**src/rtl/serial_rx_pkg.sv**
```systemverilog
package serial_rx_pkg;
  typedef enum logic [1:0] {
    DEC_IDLE    = 2'd0,
    DEC_DATA    = 2'd1,
    DEC_STOP    = 2'd2,
    DEC_RECOVER = 2'd3
  } dec_state_t;
endpackage

```
**src/rtl/serial_rx_sync.sv**
```systemverilog
module serial_rx_sync #(
  parameter int STAGES = 2
) (
  input  logic clk,
  input  logic rst_n,
  input  logic din,
  output logic dout
);
  logic [STAGES-1:0] chain;

  always_ff @(posedge clk) begin
    if (!rst_n) chain <= '1;
    else        chain <= {chain[STAGES-2:0], din};
  end

  assign dout = chain[STAGES-1];
endmodule

```
**src/rtl/serial_rx_frame.sv**
```systemverilog
module serial_rx_frame
  import serial_rx_pkg::*;
#(
  parameter int DATA_BITS     = 8,
  parameter int TICKS_PER_BIT = 8
) (
  input  logic                 clk,
  input  logic                 rst_n,
  input  logic                 rx_en,
  input  logic                 tick,
  input  logic                 line_s,
  output logic                 byte_ok,
  output logic                 byte_bad,
  output logic [DATA_BITS-1:0] byte_data
);
  localparam int FIRST_SAMPLE = (TICKS_PER_BIT * 3) / 2 - 1;
  localparam int CW = $clog2(FIRST_SAMPLE + 1);
  localparam int BW = (DATA_BITS > 1) ? $clog2(DATA_BITS) : 1;

  dec_state_t           state;
  logic [CW-1:0]        cnt;
  logic [BW-1:0]        bit_idx;
  logic [DATA_BITS-1:0] shreg;
  logic                 stop_sample;

  always_ff @(posedge clk) begin
    if (!rst_n) begin
      state   <= DEC_IDLE;
      cnt     <= '0;
      bit_idx <= '0;
      shreg   <= '0;
    end else if (!rx_en) begin
      state   <= DEC_IDLE;
      cnt     <= '0;
      bit_idx <= '0;
    end else begin
      unique case (state)
        DEC_IDLE: begin
          if (tick && !line_s) begin
            state   <= DEC_DATA;
            cnt     <= CW'(FIRST_SAMPLE - 1);
            bit_idx <= '0;
          end
        end
        DEC_DATA: begin
          if (tick) begin
            if (cnt == '0) begin
              shreg <= {line_s, shreg[DATA_BITS-1:1]};
              cnt   <= CW'(TICKS_PER_BIT - 1);
              if (bit_idx == BW'(DATA_BITS - 1)) state <= DEC_STOP;
              else bit_idx <= bit_idx + 1'b1;
            end else begin
              cnt <= cnt - 1'b1;
            end
          end
        end
        DEC_STOP: begin
          if (tick) begin
            if (cnt == '0) state <= line_s ? DEC_IDLE : DEC_RECOVER;
            else           cnt   <= cnt - 1'b1;
          end
        end
        DEC_RECOVER: begin
          if (line_s) state <= DEC_IDLE;
        end
        default: state <= DEC_IDLE;
      endcase
    end
  end

  assign stop_sample = rx_en && (state == DEC_STOP) && tick && (cnt == '0);
  assign byte_ok     = stop_sample && line_s;
  assign byte_bad    = stop_sample && !line_s;
  assign byte_data   = shreg;

  a_r10_disabled_idle: assert property (@(posedge clk) disable iff (!rst_n)
    !rx_en |=> state == DEC_IDLE);
  a_r6_recover_hold: assert property (@(posedge clk) disable iff (!rst_n)
    (rx_en && state == DEC_RECOVER && !line_s) |=> state == DEC_RECOVER);
  a_r6_no_start_from_recover: assert property (@(posedge clk) disable iff (!rst_n)
    (state == DEC_RECOVER) |=> state != DEC_DATA);
endmodule

```
**src/rtl/serial_rx_fifo.sv**
```systemverilog
module serial_rx_fifo #(
  parameter int WIDTH = 8,
  parameter int DEPTH = 8
) (
  input  logic             clk,
  input  logic             rst_n,
  input  logic             flush,
  input  logic             push,
  input  logic [WIDTH-1:0] push_data,
  output logic             full,
  output logic [WIDTH-1:0] out_data,
  output logic             out_valid,
  input  logic             out_ready
);
  localparam int AW = $clog2(DEPTH);
  localparam int NW = AW + 1;

  logic [WIDTH-1:0] mem [DEPTH];
  logic [AW-1:0]    wr_ptr, rd_ptr;
  logic [NW-1:0]    count;
  logic             do_push, do_pop;

  assign full      = (count == NW'(DEPTH));
  assign out_valid = (count != '0);
  assign out_data  = mem[rd_ptr];
  assign do_push   = push && !full && !flush;
  assign do_pop    = out_valid && out_ready && !flush;

  always_ff @(posedge clk) begin
    if (do_push) mem[wr_ptr] <= push_data;
  end

  always_ff @(posedge clk) begin
    if (!rst_n || flush) begin
      wr_ptr <= '0;
      rd_ptr <= '0;
      count  <= '0;
    end else begin
      if (do_push) wr_ptr <= (wr_ptr == AW'(DEPTH - 1)) ? '0 : wr_ptr + 1'b1;
      if (do_pop)  rd_ptr <= (rd_ptr == AW'(DEPTH - 1)) ? '0 : rd_ptr + 1'b1;
      count <= count + NW'(do_push) - NW'(do_pop);
    end
  end

  a_r8_no_overflow: assert property (@(posedge clk) disable iff (!rst_n)
    count <= NW'(DEPTH));
  a_r9_hold_under_backpressure: assert property (@(posedge clk) disable iff (!rst_n)
    (out_valid && !out_ready && !flush) |=> (out_valid && $stable(out_data)));
  a_r11_flush_empties: assert property (@(posedge clk) disable iff (!rst_n)
    flush |=> !out_valid);
endmodule

```
**src/rtl/serial_rx_8x.sv**
```systemverilog
module serial_rx_8x #(
  parameter int DATA_BITS     = 8,
  parameter int TICKS_PER_BIT = 8,
  parameter int FIFO_DEPTH    = 8,
  parameter int SYNC_STAGES   = 2
) (
  input  logic                 clk,
  input  logic                 rst_n,
  input  logic                 rx_en,
  input  logic                 tick,
  input  logic                 rx_line,
  input  logic                 err_clear,
  input  logic                 fifo_flush,
  output logic [DATA_BITS-1:0] out_data,
  output logic                 out_valid,
  input  logic                 out_ready,
  output logic                 rx_nonempty,
  output logic                 frame_err,
  output logic                 overrun_err
);
  logic                 line_s;
  logic                 byte_ok, byte_bad, fifo_full;
  logic [DATA_BITS-1:0] byte_data;

  serial_rx_sync #(.STAGES(SYNC_STAGES)) u_sync (
    .clk(clk), .rst_n(rst_n), .din(rx_line), .dout(line_s)
  );

  serial_rx_frame #(.DATA_BITS(DATA_BITS), .TICKS_PER_BIT(TICKS_PER_BIT)) u_frame (
    .clk(clk), .rst_n(rst_n), .rx_en(rx_en), .tick(tick), .line_s(line_s),
    .byte_ok(byte_ok), .byte_bad(byte_bad), .byte_data(byte_data)
  );

  serial_rx_fifo #(.WIDTH(DATA_BITS), .DEPTH(FIFO_DEPTH)) u_fifo (
    .clk(clk), .rst_n(rst_n), .flush(fifo_flush), .push(byte_ok),
    .push_data(byte_data), .full(fifo_full), .out_data(out_data),
    .out_valid(out_valid), .out_ready(out_ready)
  );

  always_ff @(posedge clk) begin
    if (!rst_n) begin
      frame_err   <= 1'b0;
      overrun_err <= 1'b0;
    end else begin
      frame_err   <= byte_bad | (frame_err & ~err_clear);
      overrun_err <= (byte_ok & fifo_full & ~fifo_flush) | (overrun_err & ~err_clear);
    end
  end

  assign rx_nonempty = out_valid;

  a_r7_frame_sticky: assert property (@(posedge clk) disable iff (!rst_n)
    (frame_err && !err_clear) |=> frame_err);
  a_r5_bad_stop_flags: assert property (@(posedge clk) disable iff (!rst_n)
    byte_bad |=> frame_err);
  a_r8_full_drop_flags: assert property (@(posedge clk) disable iff (!rst_n)
    (byte_ok && fifo_full && !fifo_flush) |=> overrun_err);
  a_r8_overrun_sticky: assert property (@(posedge clk) disable iff (!rst_n)
    (overrun_err && !err_clear) |=> overrun_err);
endmodule

```
**config.mk**
```make
export PLATFORM = sky130hd
export DESIGN_NAME = serial_rx_8x
export DESIGN_NICKNAME = d
export VERILOG_FILES = /design/src/rtl/serial_rx_pkg.sv /design/src/rtl/serial_rx_sync.sv /design/src/rtl/serial_rx_frame.sv /design/src/rtl/serial_rx_fifo.sv /design/src/rtl/serial_rx_8x.sv
export SDC_FILE = /design/constraint.sdc
export NUM_CORES = 1
export LEC_CHECK = 0
export BUFFER_PORTS_ARGS = -buffer_cell sky130_fd_sc_hd__buf_2
export CORE_MARGIN = 1.5
export CORE_UTILIZATION = 55
export CTS_CLUSTER_SIZE = 12
export DETAILED_ROUTE_END_ITERATION = 8
export GPL_TIMING_DRIVEN = 0
export PLACE_DENSITY = 0.72
export RECOVER_POWER = 50
export SLEW_MARGIN = 20
export SYNTH_ARGS = -nofsm -noshare
export SYNTH_HDL_FRONTEND = slang
export SYNTH_SLANG_ARGS = --single-unit
```
**constraint.sdc**
```tcl
create_clock -name clk -period 2.6 [get_ports clk]
set_input_delay 0.39 -clock clk [delete_from_list [all_inputs] [get_ports clk]]
set_output_delay 0.39 -clock clk [all_outputs]
set_load 0.01 [all_outputs]
```
==> impl_metrics.env, run 1 <==
export IMPL_most_common_layout_cells="sky130_fd_sc_hd__edfxtp_1, sky130_fd_sc_hd__dfxtp_1, sky130_fd_sc_hd__ha_1, sky130_fd_sc_hd__buf_2, sky130_fd_sc_hd__mux4_2"
export IMPL_numPlacedInstances=403
export IMPL_drc=0
export IMPL_syn_nets=312
export IMPL_complex_gate_fraction_of_the_synthesized_area_pct=6.239
export IMPL_slew_violations=0
export IMPL_fill_cells=570
export IMPL_maxSlewHeadroom_pct=45.21
export IMPL_yosys_warnings=0
export IMPL_clkTransAtPathRegs_ns=0.08
export IMPL_outcome="finished clean"
export IMPL_setup_worst_path_class="reg -> out"
export IMPL_grt_pass1_vias=2374
export IMPL_synth_top_family_by_area="multiplexers"
export IMPL_drt_wirelength_per_cell_um=17.18
export IMPL_length_of_the_first_detailed_routing_pass_in_iterations=4
export IMPL_floorplan_rows=31
export IMPL_routed_via_density=5.626
export IMPL_synth_cell_types=51
export IMPL_drt_initial_drc_count=114
export IMPL_clock_path_buffers=2
export IMPL_worst_slack_ns=0.1161
export IMPL_tritoncts_num_buffers=9
export IMPL_p_seq_share_pct=61.8
export IMPL_global_route_wire_length_before_repair_um=12160
export IMPL_cts_max_level=3
export IMPL_hold_path_class="in -> reg"
export IMPL_startpoint_kind_of_the_worst_setup_timing_path="flip-flop"
export IMPL_port_buffer_count=19
export IMPL_finalWirelength_um=7267
export IMPL_cp_required_ns=2.21
export IMPL_reg2reg_from="u_frame.cnt[0]$_SDFFE_PN0P_"
export IMPL_grt_start_max_net_pins=17
export IMPL_diodes=0
export IMPL_final_hold_viol_count=0
export IMPL_p_sw_uw=548.1
export IMPL_ys_seq_elements=98
export IMPL_critical_path_max_fanout=10
export IMPL_share_clk_of_total_power_pct=36.3
export IMPL_floorplan_initialDensity_pct=57.21
export IMPL_synth_edf_count=64
export IMPL_setup_reg_to_reg_worst_slack_ns=0.14
export IMPL_design_final_nets=346
export IMPL_ys_flop_type="sky130_fd_sc_hd__edfxtp_1"
export IMPL_max_vdd_ir_drop_mv=0.2338
export IMPL_antenna_found_initial=0
export IMPL_power_per_cell_area_nw_per_um2=564.7
export IMPL_internal_dissipation_mw=2.111
export IMPL_placeableCoreArea_um2=7292
export IMPL_p_leak_nw=1.519
export IMPL_place_area_um2=4395
export IMPL_synth_simple_gate_area_share_pct=9.748
export IMPL_layout_worst_path_cycle_share_pct=95.54
export IMPL_die_height_um=90.09
export IMPL_die_width_um=90.09
export IMPL_design_area_um2=4710
export IMPL_clock_fmax_ghz=0.4026
export IMPL_setup_violations_final=0
export IMPL_drive_gt1_share_pct=24.38
export IMPL_clock_skew_ns=0.01497
export IMPL_stdcell_count=423
export IMPL_tightest_slew_ns=0.8168
export IMPL_areaGrowthSynthToFinish_pct=12.90
export IMPL_synth_area_mux_share_pct=12.99
export IMPL_worstSkewPairLatency_ns=0.36
export IMPL_io_pin_count=20
export IMPL_p_sw_share_pct=20.61
export IMPL_placement_setup_worst_slack_ns=-0.4432
export IMPL_synth_top_cells_by_area="sky130_fd_sc_hd__edfxtp_1, sky130_fd_sc_hd__dfxtp_1, sky130_fd_sc_hd__mux4_2"
export IMPL_drt_antenna_violating_nets=0
export IMPL_critPathCapture="out_data[7]"
export IMPL_post_synth_top_area_cell="sky130_fd_sc_hd__edfxtp_1"
export IMPL_post_synthesis_cell_area_um2=4172
export IMPL_worst_r2r_cell_count=9
export IMPL_synth_xor_area_share_pct=0.4199
export IMPL_cts_root_buffer_cell="sky130_fd_sc_hd__clkbuf_8"
export IMPL_groute_usage_overall_pct=19.59
export IMPL_worst_ep_arrival_time_ns=2.09
export IMPL_timing_max_cap_violations=0
export IMPL_share_comb_of_total_power_pct=1.9
export IMPL_synthDominantCellAreaShare_pct=46.07
export IMPL_period_minus_slack_ns=2.484
export IMPL_postSynthAreaPerCell_um2=14.64
export IMPL_regToRegEndpoint="u_fifo.mem[1][3]$_DFFE_PP_"
export IMPL_final_common_cell="sky130_fd_sc_hd__edfxtp_1"
export IMPL_clkSinkCount=98
export IMPL_ys_seq_area_share_pct=62.39
export IMPL_gr_total_overflow=0
export IMPL_setup_worst_path_end_class="output pin"
export IMPL_synth_cells=285
export IMPL_die_area_um2=8116
export IMPL_num_vias=2380
export IMPL_synth_adder_area_share_pct=5.879
export IMPL_tritoncts="yes"
export IMPL_async_flop_share_pct=0
export IMPL_hpwlAfterDp_um=4655
export IMPL_setup_repair_after_global_routing_missed_its_margin="false"
export IMPL_place_gp_congestion=0.8046
-- sequential cells by signal, indices dropped and copies added, names as in the netlist, named ones only --
register / count
frame_err: 1
u_fifo.rd_ptr: 3
u_frame.bit_idx: 3
u_fifo.wr_ptr: 3
u_fifo.mem: 64
u_frame.state: 2
u_sync.chain: 2
overrun_err: 1
u_fifo.count: 4
u_frame.byte_data: 8
u_frame.cnt: 4
-- worst max-delay path, cell delays in order, from the launching register on --
cell and delay [ns]:
sky130_fd_sc_hd__dfxtp_1 0.58, sky130_fd_sc_hd__clkbuf_2 0.37, sky130_fd_sc_hd__mux4_2 0.36, sky130_fd_sc_hd__mux2_2 0.30, sky130_fd_sc_hd__buf_2 0.14
-- final cells by class --
| type | instances | area, um2 | area share, % |
|---|---|---|---|
| Sequential cell | 98 | 2603 | 55.26 |
| Buffer | 9 | 51.30 | 1.089 |
| Inverter | 14 | 52.55 | 1.116 |
| Tap cell | 99 | 123.9 | 2.630 |
| Multi-Input combinational cell | 163 | 1539 | 32.68 |
| Timing Repair Buffer | 24 | 148.9 | 3.162 |
| Clock buffer | 11 | 131.4 | 2.790 |
| Clock inverter | 5 | 60.06 | 1.275 |
-- power groups by stage --
| stage | logic [mW] | clock network, mW | registers (mW) |
|---|---|---|---|
| after floorplan | 0.0342 | 0 | 1.68 |
| after detailed placement | 0.0511 | 0 | 1.68 |
| after global routing | 0.0582 | 1.04 | 1.64 |
| after CTS | 0.0513 | 0.974 | 1.64 |
| after global placement | 0.0499 | 0 | 1.68 |
| final | 0.0512 | 0.966 | 1.64 |
-- synth_stat cells (all sizes together), types with 5 or more instances --
master  instances
mux2            9
edfxtp         64
ha             18
nor2           15
nand3           5
nand2b          9
dfxtp          34
nor2b          13
inv            14
a21oi           6
nand2          13
mux2i           8
nor3            6
o21ai           9
buf             6
mux4           16
-- routing by layer --
layer	vias to the layer above	global-route usage (%)	wire [um]
met1	1195	25.85	3273
met2	32	32.39	3697
met4	0	9.127	142
met5	-	0	0
met3	13	2.538	154
li1	1140	-	-
-- worst min-delay path by stage --
stage | start | endpoint | slack [ns] | cells after the start
floorplan | u_sync.chain[0]$_SDFF_PN1_ | u_sync.chain[1]$_SDFF_PN1_ | 0.39 | 1
global placement | u_sync.chain[0]$_SDFF_PN1_ | u_sync.chain[1]$_SDFF_PN1_ | 0.39 | 1
finish | rx_line | u_sync.chain[0]$_SDFF_PN1_ | 0.22 | 2
CTS | rx_line | u_sync.chain[0]$_SDFF_PN1_ | 0.22 | 2
global route | rx_line | u_sync.chain[0]$_SDFF_PN1_ | 0.23 | 2
detailed placement | u_sync.chain[0]$_SDFF_PN1_ | u_sync.chain[1]$_SDFF_PN1_ | 0.40 | 1
-- cells by family after synthesis --
group / Yosys count
xor+xnor: 2
flops: 98
simple gates: 74
mux: 33
fa+ha+maj: 19
compound gates: 35
buf+inv: 24
-- through the flow --
stage	setup TNS (ns)	power, mW	hold WS (ns)	utilization (%)
finish	0	2.659	0.2233	64.58
global route	0	2.741	0.2291	64.58
CTS	0	2.668	0.2209	64.60
detailed placement	-26.47	1.730	0.3957	60.28
global placement	-20.65	1.728	0.3888	60.28
floorplan	0	1.712	0.3863	-
-- timing repair --
| action | CTS | global route |
|---|---|---|
| endpoints found under the setup margin | 74 | 4 |
| pin swaps | 3 | 0 |
| resized for setup | 17 | 3 |
| setup buffers | 5 | 0 |
| hold buffers | 0 | 0 |
No activity file was read; power rests on OpenSTA's default activity.
==> inputs of run 2 (changes only) <==
--- a/config.mk
+++ b/config.mk
@@ -5,7 +5,9 @@
 export SDC_FILE = /design/constraint.sdc
 export NUM_CORES = 1
 export LEC_CHECK = 0
+export ABC_AREA = 1
 export BUFFER_PORTS_ARGS = -buffer_cell sky130_fd_sc_hd__buf_2
+export CAP_MARGIN = 20
 export CORE_MARGIN = 1.5
 export CORE_UTILIZATION = 55
 export CTS_CLUSTER_SIZE = 12
==> run 2 against run 1 <==
- clock power is 12% higher
- critical path depth rose by 4
- worst setup slack improved by 0.14 ns
- total power grew 5.3%
- flip-flop and latch count unchanged
- clock skew decreased by 0.0021 ns
- fmax rose by 5.8%
- via count is 28% higher
- hold slack worse by 0.010 ns
- wire length up 9.5%
- critical endpoint is now u_fifo.mem[1][6]$_DFFE_PP_
==> impl_metrics.env, run 2 <==
export IMPL_cts_setup_buffers=0
export IMPL_most_common_layout_cells="sky130_fd_sc_hd__nor2_1, sky130_fd_sc_hd__nand2_1, sky130_fd_sc_hd__edfxtp_1, sky130_fd_sc_hd__o21ai_0, sky130_fd_sc_hd__inv_1"
export IMPL_final_hold_worst_slack_ns=0.2130
export IMPL_die_height_um=92.02
export IMPL_clock_skew_ns=0.01282
export IMPL_final_hold_viol_count=0
export IMPL_setup_reg_to_reg_worst_slack_ns=0.25
export IMPL_tightest_slew_ns=0.8213
export IMPL_outcome="finished clean"
export IMPL_hold_path_startpoint="rx_line"
export IMPL_hpwlAfterDp_um=5636
export IMPL_drc=0
export IMPL_grt_start_max_net_pins=17
export IMPL_floorplan_initialDensity_pct=56.69
export IMPL_worst_r2r_cell_count=8
export IMPL_power_per_cell_area_nw_per_um2=584.1
export IMPL_port_buffer_count=19
export IMPL_design_final_nets=512
export IMPL_clkSinkCount=98
export IMPL_syn_nets=482
export IMPL_global_route_wire_length_before_repair_um=13580
export IMPL_die_width_um=92.02
export IMPL_setup_worst_path_end_class="flip-flop"
export IMPL_ys_flop_type="sky130_fd_sc_hd__edfxtp_1"
export IMPL_floorplan_rows=32
export IMPL_groute_usage_overall_pct=21.05
export IMPL_setup_worst_path_class="reg -> reg"
export IMPL_layout_worst_path_cycle_share_pct=90.34
export IMPL_largest_register_ffs=64
export IMPL_ys_seq_area_share_pct=59.72
export IMPL_place_gp_congestion=0.8133
export IMPL_hold_path_class="in -> reg"
export IMPL_finalSetupTns_ns=0
export IMPL_async_flop_share_pct=0
export IMPL_worstSkewPairLatency_ns=0.37
export IMPL_period_minus_slack_ns=2.349
export IMPL_drive_gt1_share_pct=9.796
export IMPL_synth_top_cells_by_area="sky130_fd_sc_hd__edfxtp_1, sky130_fd_sc_hd__dfxtp_1, sky130_fd_sc_hd__nor2_1"
export IMPL_critical_path_max_fanout=8
export IMPL_cts_root_buffer_cell="sky130_fd_sc_hd__clkbuf_8"
export IMPL_clkTransAtPathRegs_ns=0.09
export IMPL_clock_fmax_ghz=0.4258
export IMPL_grt_pass1_vias=2904
export IMPL_length_of_the_first_detailed_routing_pass_in_iterations=4
export IMPL_cts_hold_buf=0
export IMPL_regToRegEndpoint="u_fifo.mem[1][6]$_DFFE_PP_"
export IMPL_cts_max_level=3
export IMPL_startpoint_kind_of_the_worst_setup_timing_path="flip-flop"
export IMPL_postSynthAreaPerCell_um2=9.578
export IMPL_ys_seq_elements=98
export IMPL_post_synth_top_count_cell="sky130_fd_sc_hd__nor2_1"
export IMPL_num_vias=3041
export IMPL_slew_violations=0
export IMPL_post_synthesis_cell_area_um2=4358
export IMPL_post_synth_top_area_cell="sky130_fd_sc_hd__edfxtp_1"
export IMPL_clock_path_buffers=2
export IMPL_setup_repair_after_global_routing_missed_its_margin="false"
export IMPL_diodes=0
export IMPL_reg2reg_from="u_fifo.count[2]$_SDFF_PP0_"
export IMPL_timing_hold_worst_endpoint="u_sync.chain[0]$_SDFF_PN1_"
export IMPL_timing_max_cap_violations=0
export IMPL_yosys_warnings=0
export IMPL_die_area_um2=8467
export IMPL_post_synth_most_frequent_cells="sky130_fd_sc_hd__nor2_1, sky130_fd_sc_hd__nand2_1, sky130_fd_sc_hd__edfxtp_1"
export IMPL_whs_path_depth=2
export IMPL_fill_cells=654
export IMPL_tritoncts_num_buffers=9
export IMPL_io_pin_count=20
export IMPL_drt_antenna_violating_nets=0
export IMPL_cp_required_ns=2.60
export IMPL_max_vdd_ir_drop_mv=0.2863
export IMPL_finalWirelength_um=7956
export IMPL_setup_violations_final=0
export IMPL_tritoncts="yes"
export IMPL_cts_repair_resized=0
export IMPL_routed_via_density=5.137
export IMPL_synth_edf_count=64
export IMPL_drt_initial_drc_count=195
export IMPL_synth_cell_types=30
export IMPL_placeableCoreArea_um2=7687
export IMPL_antenna_found_initial=0
export IMPL_max_flop_register="u_fifo.mem"
export IMPL_maxSlewHeadroom_pct=45.04
export IMPL_gr_total_overflow=0
export IMPL_drt_wirelength_per_cell_um=13.44
export IMPL_final_common_cell="sky130_fd_sc_hd__nor2_1"
export IMPL_synth_cells=455
export IMPL_synthDominantCellAreaShare_pct=44.10
export IMPL_p_leak_nw=1.814
export IMPL_areaGrowthSynthToFinish_pct=9.991
export IMPL_worst_ep_arrival_time_ns=2.34
run 2: cell count changes after synthesis, sizes merged, moves of 8 or more:
cell,change
inv,+27
mux2,-9
mux2i,-8
mux4,-16
nand2,+68
nand2b,-9
nand3,+9
nor2,+86
nor2b,-13
o21ai,+57
run 2: per-layer routing:
metal | up-vias | GRT usage, % | part of all wire [%]
met5 | - | 0 | 0
met4 | 0 | 7.949 | 1.1
met3 | 9 | 3.566 | 4.7
met2 | 56 | 35.31 | 49
met1 | 1406 | 27.39 | 46
li1 | 1570 | - | -
run 2: how the worst max path moves through the flow:
stage,from,endpoint,slack [ns],cells after the start
global placement,u_fifo.count[2]$_SDFF_PP0_,u_fifo.mem[0][2]$_DFFE_PP_,0.32,8
finish,u_fifo.count[2]$_SDFF_PP0_,u_fifo.mem[1][6]$_DFFE_PP_,0.25,8
global route,u_frame.state[0]$_SDFFE_PN0P_,u_fifo.mem[0][0]$_DFFE_PP_,0.09,8
floorplan,u_fifo.count[2]$_SDFF_PP0_,u_fifo.count[2]$_SDFF_PP0_,0.52,12
CTS,u_fifo.count[2]$_SDFF_PP0_,u_fifo.mem[1][2]$_DFFE_PP_,0.23,8
detailed placement,u_fifo.count[2]$_SDFF_PP0_,u_fifo.mem[1][3]$_DFFE_PP_,0.27,8
run 2: stage by stage:
step | setup WS, ns | utilization, % | cells | area, um2 | power, mW
after global placement | 0.3228 | 59.59 | 576 | 4581 | 1.755
final | 0.2513 | 62.35 | 592 | 4793 | 2.800
after detailed placement | 0.2658 | 59.59 | 576 | 4581 | 1.756
after floorplan | 0.5160 | - | 455 | 4358 | 1.737
after global routing | 0.09326 | 62.35 | 592 | 4793 | 2.887
after CTS | 0.2268 | 62.58 | 592 | 4811 | 2.812
run 2: area by class of cell:
type                    instances  area, um2  area share [%]
well taps                     102      127.6           2.662
clock buffers                  11      173.9           3.628
multi-input cells             303       1530           31.92
plain buffers                  13      57.56           1.201
inverters                      41      153.9           3.211
clock inverters                 5      56.30           1.175
repair buffers                 19      91.34           1.906
flip-flops and latches         98       2603           54.29
run 2: cells by family (layout without fill, tap and decap cells):
group           count (synthesis)  in the layout  share of synthesized area (%)
compound gates                 78             78                          9.159
flops                          98             98                          59.72
xor+xnor                        1              1                         0.2010
simple gates                  205            205                          20.41
fa+ha+maj                      19             19                          5.627
buf+inv                        54             89                          4.881
run 2: worst max-delay path, stage by stage (launching register included):
cell and delay, ns:
sky130_fd_sc_hd__dfxtp_1 0.31, sky130_fd_sc_hd__inv_1 0.06, sky130_fd_sc_hd__ha_1 0.19, sky130_fd_sc_hd__nor3b_1 0.15, sky130_fd_sc_hd__nor2_1 0.27, sky130_fd_sc_hd__inv_2 0.11
sky130_fd_sc_hd__nor2_8 0.19, sky130_fd_sc_hd__nand2_4 0.08, sky130_fd_sc_hd__nor2_1 0.63
run 2: power breakdown:
| group | internal, mW | switching, mW | leakage [nW] | total [mW] |
|---|---|---|---|---|
| Sequential | 1.65 | 0.00756 | 0.778 | 1.65 |
| Clock | 0.562 | 0.519 | 0.118 | 1.08 |
| Combinational | 0.0226 | 0.0432 | 0.918 | 0.0659 |
==> inputs of run 3 (changes only) <==
--- a/config.mk
+++ b/config.mk
@@ -15,6 +15,7 @@
 export GPL_TIMING_DRIVEN = 0
 export PLACE_DENSITY = 0.72
 export RECOVER_POWER = 50
+export SETUP_SLACK_MARGIN = 0.4
 export SLEW_MARGIN = 20
 export SYNTH_ARGS = -nofsm -noshare
 export SYNTH_HDL_FRONTEND = slang
==> run 3 against run 2 <==
- clock-buffer cell count unchanged
- first-iteration DRC count is 8.7% higher
- final cell count rose by 0.51%
- die area did not move
- clock skew about the same
- register-to-register slack gained 0.15 ns
- critical path type unchanged
- critical endpoint is now u_fifo.count[1]$_SDFF_PP0_
==> impl_metrics.env, run 3 (same netlist as run 2, synthesis figures left out) <==
export IMPL_outcome="finished clean"
export IMPL_fill_cells=651
export IMPL_setup_worst_path_class="reg -> reg"
export IMPL_io_pin_count=20
export IMPL_routed_via_density=5.153
export IMPL_drive_gt1_share_pct=14.20
export IMPL_maxSlewHeadroom_pct=64.16
export IMPL_most_common_layout_cells="sky130_fd_sc_hd__nor2_1, sky130_fd_sc_hd__nand2_1, sky130_fd_sc_hd__edfxtp_1, sky130_fd_sc_hd__o21ai_0, sky130_fd_sc_hd__inv_1"
export IMPL_timing_hold_worst_endpoint="u_sync.chain[0]$_SDFF_PN1_"
export IMPL_port_buffer_count=19
export IMPL_setup_worst_path_end_class="flip-flop"
export IMPL_multiInputGateArea_um2=1568
export IMPL_clock_skew_ns=0.01301
export IMPL_slew_violations=0
export IMPL_setup_violations_final=0
export IMPL_cp_required_ns=2.86
export IMPL_drt_wirelength_per_cell_um=13.44
export IMPL_floorplan_rows=32
export IMPL_finalWirelength_um=7998
export IMPL_setup_reg_to_reg_worst_slack_ns=0.40
export IMPL_design_final_nets=515
export IMPL_gr_total_overflow=0
export IMPL_clkSinkCount=98
export IMPL_max_vdd_ir_drop_mv=0.2870
export IMPL_global_route_wire_length_before_repair_um=13700
export IMPL_grt_start_max_net_pins=17
export IMPL_grt_pass1_vias=2919
export IMPL_diodes=0
export IMPL_timing_critical_path_from="u_frame.state[0]$_SDFFE_PN0P_"
export IMPL_drt_antenna_violating_nets=0
export IMPL_place_gp_congestion=0.8133
export IMPL_cts_max_level=3
export IMPL_areaGrowthSynthToFinish_pct=11.74
export IMPL_startpoint_kind_of_the_worst_setup_timing_path="flip-flop"
export IMPL_tritoncts_num_buffers=9
export IMPL_reg2reg_from="u_frame.state[0]$_SDFFE_PN0P_"
export IMPL_largest_register_ffs=64
export IMPL_drt_initial_drc_count=212
export IMPL_final_hold_viol_count=0
export IMPL_tritoncts="yes"
export IMPL_period_minus_slack_ns=2.200
export IMPL_clkTransAtPathRegs_ns=0.09
export IMPL_power_per_cell_area_nw_per_um2=576.3
export IMPL_length_of_the_first_detailed_routing_pass_in_iterations=4
export IMPL_max_flop_register="u_fifo.mem"
export IMPL_p_leak_nw=1.850
export IMPL_drc=0
export IMPL_setup_repair_after_global_routing_missed_its_margin="true"
export IMPL_tightest_slew_ns=0.5357
export IMPL_die_height_um=92.02
export IMPL_worst_ep_arrival_time_ns=2.46
export IMPL_critical_path_max_fanout=6
export IMPL_worst_r2r_cell_count=10
export IMPL_worstSkewPairLatency_ns=0.36
export IMPL_finalSetupTns_ns=0
export IMPL_cts_root_buffer_cell="sky130_fd_sc_hd__clkbuf_8"
export IMPL_regToRegEndpoint="u_fifo.count[1]$_SDFF_PP0_"
export IMPL_post_layout_power_mw=2.806
export IMPL_hpwlAfterDp_um=5636
export IMPL_floorplan_initialDensity_pct=56.69
export IMPL_timing_max_cap_violations=0
export IMPL_antenna_found_initial=0
export IMPL_clock_fmax_ghz=0.4545
export IMPL_final_common_cell="sky130_fd_sc_hd__nor2_1"
export IMPL_hold_path_class="in -> reg"
export IMPL_die_width_um=92.02
export IMPL_groute_usage_overall_pct=21.19
export IMPL_layout_worst_path_cycle_share_pct=84.62
export IMPL_hold_path_startpoint="rx_line"
export IMPL_num_vias=3066
export IMPL_whs_path_depth=2
export IMPL_clock_path_buffers=2
export IMPL_placeableCoreArea_um2=7687
export IMPL_area_sequential_um2=2604
export IMPL_die_area_um2=8467
## run 3: cell count changes in the layout (fill, tap and decap cells not counted), sizes merged
cell and change:
buf +1, clkbuf +2
## run 3: how the worst max path moves through the flow
stage               cells after the start                                end
floorplan                              12         u_fifo.count[2]$_SDFF_PP0_
global placement                        8         u_fifo.mem[0][2]$_DFFE_PP_
detailed placement                      8         u_fifo.mem[1][3]$_DFFE_PP_
CTS                                    12         u_fifo.count[2]$_SDFF_PP0_
global route                            8  u_frame.byte_data[3]$_SDFFE_PN0P_
finish                                 10         u_fifo.count[1]$_SDFF_PP0_
## run 3: timing repair
action,in CTS,in global routing
pin swaps,1,2
resized for setup,17,16
endpoints found under the setup margin,73,29
hold buffers,0,0
buffers inserted,0,3
## run 3: cell type report
cell class,instances,share of cell area (%)
Inverter,41,3.160
Timing Repair Buffer,22,2.338
Multi-Input combinational cell,303,32.19
Buffer,13,1.490
Clock inverter,5,1.156
Tap cell,102,2.621
Clock buffer,11,3.571
Sequential cell,98,53.47
## run 3: worst max-delay path, cell delays in order (launching register included)
cell	delay [ns]
sky130_fd_sc_hd__dfxtp_1	0.36
sky130_fd_sc_hd__inv_1	0.10
sky130_fd_sc_hd__ha_1	0.30
sky130_fd_sc_hd__nand3_4	0.14
sky130_fd_sc_hd__nor2_4	0.13
sky130_fd_sc_hd__nand2_4	0.08
sky130_fd_sc_hd__nor2_8	0.15
sky130_fd_sc_hd__ha_1	0.20
sky130_fd_sc_hd__inv_1	0.07
sky130_fd_sc_hd__fa_2	0.52
sky130_fd_sc_hd__nor2_1	0.04
## run 3: per-layer routing
metal,global-route usage (%),part of all wire [%]
met2,35.19,48
met3,3.566,3.7
met1,27.94,47
met5,0,0
met4,7.949,1.5
## run 3: through the flow
step / instances / setup WS [ns] / cell area, um2 / hold WS, ns / util, %
global placement: 576 / 0.3228 / 4581 / 0.3969 / 59.59
finish: 595 / 0.3998 / 4870 / 0.2161 / 63.35
detailed placement: 576 / 0.2658 / 4581 / 0.4022 / 59.59
floorplan: 455 / 0.5160 / 4358 / 0.3925 / -
global route: 595 / 0.2193 / 4870 / 0.2200 / 63.35
CTS: 592 / 0.4016 / 4846 / 0.2090 / 63.04
## run 3: report_power, final
group	internal [mW]	switching (mW)	total, mW	leakage [nW]
Combinational	0.0254	0.0441	0.0695	0.954
Sequential	1.65	0.00757	1.65	0.778
Clock	0.562	0.522	1.08	0.118
Total	2.23	0.573	2.81	1.85
